$ cat config.mk
export PLATFORM = sky130hd
export DESIGN_NAME = gpio_pin_bank
export DESIGN_NICKNAME = d
export VERILOG_FILES = /design/src/rtl/gpio_bank_pkg.sv /design/src/rtl/gpio_bank_ctrl.sv /design/src/rtl/gpio_bank_sync.sv /design/src/rtl/gpio_bank_dpath.sv /design/src/rtl/gpio_pin_bank.sv
export SDC_FILE = /design/constraint.sdc
export NUM_CORES = 1
export LEC_CHECK = 0
export BUFFER_PORTS_ARGS = -buffer_cell sky130_fd_sc_hd__buf_2
export CAP_MARGIN = 20
export CORE_MARGIN = 5
export CORE_UTILIZATION = 30
export CTS_BUF_LIST = sky130_fd_sc_hd__clkbuf_4
export DETAILED_ROUTE_END_ITERATION = 8
export PLACE_DENSITY_LB_ADDON = 0.05
export SYNTH_ARGS = -nofsm -noshare
export SYNTH_HDL_FRONTEND = slang
export SYNTH_SLANG_ARGS = --single-unit
$ cat constraint.sdc
create_clock -name clk -period 2.2 [get_ports clk]
set_clock_uncertainty 0.1 [all_clocks]
set_input_delay 0.44 -clock clk [delete_from_list [all_inputs] [get_ports clk]]
set_output_delay 0.44 -clock clk [all_outputs]
set_load 0.03 [all_outputs]
$ cat src/rtl/gpio_bank_pkg.sv
package gpio_bank_pkg;

  typedef enum logic [1:0] {
    RD_ZERO  = 2'd0,
    RD_DIR   = 2'd1,
    RD_DIN   = 2'd2,
    RD_LATCH = 2'd3
  } rdSel_e;

  typedef struct packed {
    logic   dirWr;
    logic   latchWr;
    logic   setWr;
    logic   clrWr;
    logic   rdEn;
    rdSel_e rdSel;
  } bankStrobes_t;

endpackage

$ cat src/rtl/gpio_bank_ctrl.sv
module gpio_bank_ctrl
  import gpio_bank_pkg::*;
#(
  parameter int ADDR_W    = 12,
  parameter int OFS_DIR   = 'h134,
  parameter int OFS_DIN   = 'h138,
  parameter int OFS_LATCH = 'h13C,
  parameter int OFS_CLR   = 'h190,
  parameter int OFS_SET   = 'h194
) (
  input  logic              wrEn,
  input  logic              rdEn,
  input  logic [ADDR_W-1:0] regAddr,
  output bankStrobes_t      strobes
);

  localparam logic [ADDR_W-1:0] A_DIR   = ADDR_W'(OFS_DIR);
  localparam logic [ADDR_W-1:0] A_DIN   = ADDR_W'(OFS_DIN);
  localparam logic [ADDR_W-1:0] A_LATCH = ADDR_W'(OFS_LATCH);
  localparam logic [ADDR_W-1:0] A_CLR   = ADDR_W'(OFS_CLR);
  localparam logic [ADDR_W-1:0] A_SET   = ADDR_W'(OFS_SET);

  logic hitDir, hitDin, hitLatch, hitClr, hitSet;

  always_comb begin
    hitDir   = (regAddr == A_DIR);
    hitDin   = (regAddr == A_DIN);
    hitLatch = (regAddr == A_LATCH);
    hitClr   = (regAddr == A_CLR);
    hitSet   = (regAddr == A_SET);

    strobes.dirWr   = wrEn & hitDir;
    strobes.latchWr = wrEn & hitLatch;
    strobes.setWr   = wrEn & hitSet;
    strobes.clrWr   = wrEn & hitClr;
    strobes.rdEn    = rdEn;

    if (hitDir)                          strobes.rdSel = RD_DIR;
    else if (hitDin)                     strobes.rdSel = RD_DIN;
    else if (hitLatch | hitClr | hitSet) strobes.rdSel = RD_LATCH;
    else                                 strobes.rdSel = RD_ZERO;
  end

endmodule

$ cat src/rtl/gpio_bank_sync.sv
module gpio_bank_sync #(
  parameter int WIDTH  = 32,
  parameter int STAGES = 2
) (
  input  logic             clk,
  input  logic             rstN,
  input  logic [WIDTH-1:0] asyncIn,
  output logic [WIDTH-1:0] syncOut
);

  logic [STAGES-1:0][WIDTH-1:0] chain;

  for (genvar s = 0; s < STAGES; s++) begin : g_stage
    if (s == 0) begin : g_first
      always_ff @(posedge clk or negedge rstN) begin
        if (!rstN) chain[s] <= '0;
        else       chain[s] <= asyncIn;
      end
    end else begin : g_next
      always_ff @(posedge clk or negedge rstN) begin
        if (!rstN) chain[s] <= '0;
        else       chain[s] <= chain[s-1];
      end
    end
  end

  assign syncOut = chain[STAGES-1];

endmodule

$ cat src/rtl/gpio_bank_dpath.sv
module gpio_bank_dpath
  import gpio_bank_pkg::*;
#(
  parameter int NUM_PINS    = 32,
  parameter int SYNC_STAGES = 2
) (
  input  logic                clk,
  input  logic                rstN,
  input  bankStrobes_t        strobes,
  input  logic [NUM_PINS-1:0] wrData,
  input  logic [NUM_PINS-1:0] padIn,
  output logic [NUM_PINS-1:0] rdData,
  output logic [NUM_PINS-1:0] padOut,
  output logic [NUM_PINS-1:0] padOe
);

  logic [NUM_PINS-1:0] dirReg;
  logic [NUM_PINS-1:0] latchReg;
  logic [NUM_PINS-1:0] dinReg;
  logic [NUM_PINS-1:0] syncedIn;
  logic [NUM_PINS-1:0] rdMux;

  gpio_bank_sync #(
    .WIDTH (NUM_PINS),
    .STAGES(SYNC_STAGES)
  ) u_sync (
    .clk    (clk),
    .rstN   (rstN),
    .asyncIn(padIn),
    .syncOut(syncedIn)
  );

  always_ff @(posedge clk or negedge rstN) begin
    if (!rstN) dinReg <= '0;
    else       dinReg <= syncedIn;
  end

  always_ff @(posedge clk or negedge rstN) begin
    if (!rstN)              dirReg <= '1;
    else if (strobes.dirWr) dirReg <= wrData;
  end

  always_ff @(posedge clk or negedge rstN) begin
    if (!rstN)                latchReg <= '0;
    else if (strobes.latchWr) latchReg <= wrData;
    else if (strobes.setWr)   latchReg <= latchReg | wrData;
    else if (strobes.clrWr)   latchReg <= latchReg & ~wrData;
  end

  always_comb begin
    unique case (strobes.rdSel)
      RD_DIR:   rdMux = dirReg;
      RD_DIN:   rdMux = dinReg;
      RD_LATCH: rdMux = latchReg;
      default:  rdMux = '0;
    endcase
  end

  always_ff @(posedge clk or negedge rstN) begin
    if (!rstN)             rdData <= '0;
    else if (strobes.rdEn) rdData <= rdMux;
  end

  assign padOut = latchReg;
  assign padOe  = ~dirReg;

endmodule

$ cat src/rtl/gpio_pin_bank.sv
module gpio_pin_bank
  import gpio_bank_pkg::*;
#(
  parameter int NUM_PINS    = 32,
  parameter int ADDR_W      = 12,
  parameter int SYNC_STAGES = 2,
  parameter int OFS_DIR     = 'h134,
  parameter int OFS_DIN     = 'h138,
  parameter int OFS_LATCH   = 'h13C,
  parameter int OFS_CLR     = 'h190,
  parameter int OFS_SET     = 'h194
) (
  input  logic                clk,
  input  logic                rstN,
  input  logic                wrEn,
  input  logic                rdEn,
  input  logic [ADDR_W-1:0]   regAddr,
  input  logic [NUM_PINS-1:0] wrData,
  output logic [NUM_PINS-1:0] rdData,
  input  logic [NUM_PINS-1:0] padIn,
  output logic [NUM_PINS-1:0] padOut,
  output logic [NUM_PINS-1:0] padOe
);

  bankStrobes_t strobes;

  gpio_bank_ctrl #(
    .ADDR_W   (ADDR_W),
    .OFS_DIR  (OFS_DIR),
    .OFS_DIN  (OFS_DIN),
    .OFS_LATCH(OFS_LATCH),
    .OFS_CLR  (OFS_CLR),
    .OFS_SET  (OFS_SET)
  ) u_ctrl (
    .wrEn   (wrEn),
    .rdEn   (rdEn),
    .regAddr(regAddr),
    .strobes(strobes)
  );

  gpio_bank_dpath #(
    .NUM_PINS   (NUM_PINS),
    .SYNC_STAGES(SYNC_STAGES)
  ) u_dpath (
    .clk    (clk),
    .rstN   (rstN),
    .strobes(strobes),
    .wrData (wrData),
    .padIn  (padIn),
    .rdData (rdData),
    .padOut (padOut),
    .padOe  (padOe)
  );

endmodule

# Word-level counts from Yosys, hierarchy flattened
# Index checks and enable logic that the tools add are counted.
# W data, S select, Z words.
# word_totals
regBits,192
inputBits,80
output_inout_bits,96
elab_cells,32
# op_classes
eq_ne,8
muxes,7
n_bitwise,10
n_reduce_logical,1
# op_table
op,count
$mux W32,3
$pmux W32 S3,1
$not A32 Y32,2
$eq A12 B9 Y1 const B,5
$and A32 B32 Y32,1
$or A32 B32 Y32,1
$mux W2,3
$and A1 B1 Y1,4
$eq A2 B2 Y1 const B,2
$reduce_bool A3 Y1,1
$eq A2 B1 Y1 const B,1
$or A1 B1 Y1,2

# Longest topological paths before layout
# depth
depth_word,8
mapped_depth,7

# By module
# From an unflattened synthesis, not the netlist that was laid out.
# hier_totals
cells_unflattened,569
area_unflattened_um2,7274.5
# by_module_without_submodules
module,n_inst,cells_each,area_per_inst_um2,seq_area_each_um2
gpio_bank_dpath,1,456,5317.6,3243.1
gpio_bank_sync,1,96,1841.8,1601.5
gpio_bank_ctrl,1,17,115.1,0.0

# Worst setup path before layout
# Ideal clock, no wire load.
# synth_timing
kind,input-to-reg
startpoint,input rdEn
endpoint,register u_dpath.rdData[10]
setup_ns,0.064
arrival_time_ns,1.853
required_time_ns,2.036
setup_slack_ns,0.182
path_stages,7
n_path_buf,3
cell_sequence,buf_4 -> or3b_1 -> or4b_1 -> buf_2 -> buf_6 -> o22ai_2 -> a21o_1
# synth_rtl
element,line_no,source
from (decl),gpio_pin_bank.sv:16,"input logic rdEn,"
to (signal assigned),gpio_bank_dpath.sv:61,else if (strobes.rdEn) rdData <= rdMux;
to (decl),gpio_bank_dpath.sv:12,"output logic [NUM_PINS-1:0] rdData,"

# Final worst setup path
# layout_timing
startpoint,register u_dpath.dirReg[10]
endpoint,output padOe[10]
# layout_between
elab_chain_len,1
# layout_rtl
element,line_no,source
from (decl),gpio_bank_dpath.sv:17,logic [NUM_PINS-1:0] dirReg;
from (signal assigned),gpio_bank_dpath.sv:40,else if (strobes.dirWr) dirReg <= wrData;
$not A32 Y32,gpio_bank_dpath.sv:65,assign padOe = ~dirReg;
to (decl),gpio_pin_bank.sv:22,output logic [NUM_PINS-1:0] padOe
# Every way passes these cells.

==> metrics.txt <==
slowest cell on the critical path sky130_fd_sc_hd__dfstp_2; internal power summed over all cells ~0.0043 W; number of max-capacitance violations reported 0; pin count of the biggest net entering global routing 48; Crit path required time between 1500 and 2000 ps; most instantiated library cell after synthesis sky130_fd_sc_hd__dfrtp_1; CP cell instances inv_1, buf_2; unrepaired setup endpoints after global routing false; count of fill cells added during filler insertion approximately 2400; share of the yosys chip area belonging to registers 66.6%; CP delay by family, top flip-flops; end of the critical path padOe[10]; leakage power 4.55 nW; main area contributors after synthesis sky130_fd_sc_hd__dfrtp_1 (55%), sky130_fd_sc_hd__dfstp_2 (12%), sky130_fd_sc_hd__o22ai_2 (5.0%); share of power burned in combinational logic 6.7%; Final setup violation count 0; final clock period utilization by the worst path 86.8%; max-slew violation total from the final report 0; Core Region roughly 24000 um^2; global-route wire length before repair 34200 um; sort of element at the end of the critical path output pin; Critical path buffers and inverters 2; syn_nets 645; most frequent cells after synthesis sky130_fd_sc_hd__dfrtp_1 (160), sky130_fd_sc_hd__inv_1 (64), sky130_fd_sc_hd__nand2_1 (33); fraction of power spent switching nets 26.3%; crit path from u_dpath.dirReg[10]; clock slew at reported path FFs 160 ps; maximum clock path buffer count 2; DPL Wire Length 13500 um; TritonCTS clock tree yes; final hold violation count 0; total die area 27400 um^2; worst-path maximum fanout 3; worst path arrival time 1370 ps; Power per Cell Area around 600 nW/um^2; f_max 523 MHz; total stage count of the critical path 2; vias in the first global route between 5000 and 6000; synthesized netlist cell count 565; maximum vdd ir drop 0.331 mV; count of flip-flops with a built-in enable after synthesis 0; setup slack, reg-to-reg 1060 ps; number of port buffers 175; fraction of layout cells with a size suffix above 1 36.2%; via count about 5200; die width about 170 um; worst flop-to-flop path startpoint u_dpath.dirReg[13]; startpoint class of the critical path flop; transition at the pin with the smallest max-transition slack 613 ps; distinct cell type count of the synthesized netlist 35; Hold Worst Slack 257 ps; Final min period about 1900 ps; sequential cell fraction of total power a little over three fifths; total grt overflow 0; delay of the slowest critical-path stage 600 ps; dpl ws -71.6 ps; final worst-path setup slack 289 ps; net switching component of the power roughly 0.0015 W; outcome complete, no violations; portion of total power attributed to the clock network a little under a third; flip-flop and latch count after synthesis approximately 190; routed via count divided by cell count 4.55; cell accounting for the most synthesized area sky130_fd_sc_hd__dfrtp_1; detailed-route wire length per cell roughly 19 um; initial antenna violation count 1; Mapped Area 7270 um^2; height of the die about 170 um; Layout Area Growth over Synthesis 33.0%; number of warnings issued by yosys 0; post-route total power a little under 0.006 W; cell depth of the worst flop-to-flop path 3; final weighted congestion in routability-driven placement about 0.76; total number of nets in the final design ~890; area share of the largest cell type after synthesis 55.1%; starting DRC count in detailed routing 343; reg-to-reg endpoint u_dpath.rdData[13]; H-tree level count 4; clk sinks 192; Final ANT Viol Nets 0; number of core rows 57; Num CTS Buffers 17; aggregate global-route resource usage ~16%; DRC 0; clock insertion delay at the later pin of the skew report 570 ps; tightest slew margin relative to the limit approximately three fifths; clock root buffer sky130_fd_sc_hd__clkbuf_4; Routed WL 21600 um; DRT Pass-1 Iters 5; effective utilization at floorplan between 30% and 40%; kind of path behind the tightest hold check flop to flop; Primary FF master, synth sky130_fd_sc_hd__dfrtp_1; worst setup path class flop to output pin; Avg Cell Area, Syn 12.9 um^2; I/O Pins 176; FFs w/ async S/R, synth 100%
## worst register-to-register path: stages (launching register included)
cell,delay [ps]
sky130_fd_sc_hd__dfstp_2,420
sky130_fd_sc_hd__a22oi_1,240
sky130_fd_sc_hd__o22ai_2,100
sky130_fd_sc_hd__a21o_1,180
## through the flow
step / util, % / cell area [um^2] / TNS (ps) / instances
finish: 40.1 / 9670 / 0 / 1150
floorplan: - / 7270 / 0 / 565
global placement: 36.3 / 8760 / -844 / 1051
detailed placement: 36.3 / 8760 / -1250 / 1051
CTS: 40.1 / 9670 / 0 / 1148
global route: 40.1 / 9670 / 0 / 1150
## cells in the final DEF, fill, tap and decap left out, types with 8 or more instances in the layout
cell,synthesis,final
sky130_fd_sc_hd__buf_4,1,8
sky130_fd_sc_hd__o21ai_1,32,32
sky130_fd_sc_hd__and2_1,32,32
sky130_fd_sc_hd__dfrtp_1,160,160
sky130_fd_sc_hd__dfstp_2,32,32
sky130_fd_sc_hd__o22ai_2,29,29
sky130_fd_sc_hd__buf_2,4,174
sky130_fd_sc_hd__dlygate4sd3_1,0,65
sky130_fd_sc_hd__nand2_1,33,33
sky130_fd_sc_hd__a21o_1,31,31
sky130_fd_sc_hd__buf_12,0,12
sky130_fd_sc_hd__a22oi_1,32,32
sky130_fd_sc_hd__mux2_1,32,32
sky130_fd_sc_hd__nand3_1,32,32
sky130_fd_sc_hd__inv_1,64,64
sky130_fd_sc_hd__clkbuf_4,0,18
## power by group through the flow
stage,logic [W],registers [W],clock network [W]
4_1_cts,0.000405,0.00366,0.00190
6_report,0.000394,0.00366,0.00179
5_1_grt,0.000439,0.00367,0.00204
3_3_place_gp,0.000307,0.00373,0
3_5_place_dp,0.000312,0.00373,0
2_1_floorplan,0.0000632,0.00372,0
## worst min-delay path by stage
stage	from	end	slack, ps	cells after the start
after floorplan	rstN	asynchronous set/reset pin	40	0
after global placement	u_dpath.u_sync.chain[2]	u_dpath.u_sync.syncOut[2]	230	0
after detailed placement	u_dpath.u_sync.syncOut[16]	u_dpath.dinReg[16]	230	0
after CTS	rstN	u_dpath.u_sync.syncOut[19]	250	2
after global routing	rstN	u_dpath.u_sync.syncOut[19]	260	2
final	u_dpath.u_sync.syncOut[28]	u_dpath.dinReg[28]	260	0
## layer usage
metal | track usage [%] | vias to the layer above | share of wire, %
li1 | - | 2413 | -
met2 | 25.6 | 150 | 49
met1 | 21.9 | 2653 | 46
met5 | 0 | - | 0
met3 | 3.48 | 17 | 4.2
met4 | 4.16 | 0 | 1.5
## kinds of logic (layout without fill, tap and decap cells)
logic type             after synthesis  count (layout)  synth area share [%]
flip-flops                         192             192                  66.6
AND/OR/NAND/NOR                    115             115                  8.67
other                                0               2                     0
AO/OA/AOI/OAI                      129             129                  14.3
buffers and inverters               97             356                  5.44
multiplexers                        32              32                  4.96
## what timing repair did
action / in CTS / in global routing
endpoints found under the setup margin: 0 / 0
hold endpoints to repair: 135 / 0
resized for setup: 0 / 0
buffers inserted: 0 / 0
hold buffers: 65 / 0
## layout make-up
cell class,count,area [um^2],share of cell area (%)
multi-input combinational,276,2080,21.5
sequential,192,4840,50.1
timing repair buffer,260,1840,19.0
inverter,64,240,2.48
antenna,2,5.00,0.0518
clock buffer,18,135,1.40
tap,324,405,4.19
clock inverter,14,123,1.27
No activity file was read; power rests on OpenSTA's default activity.
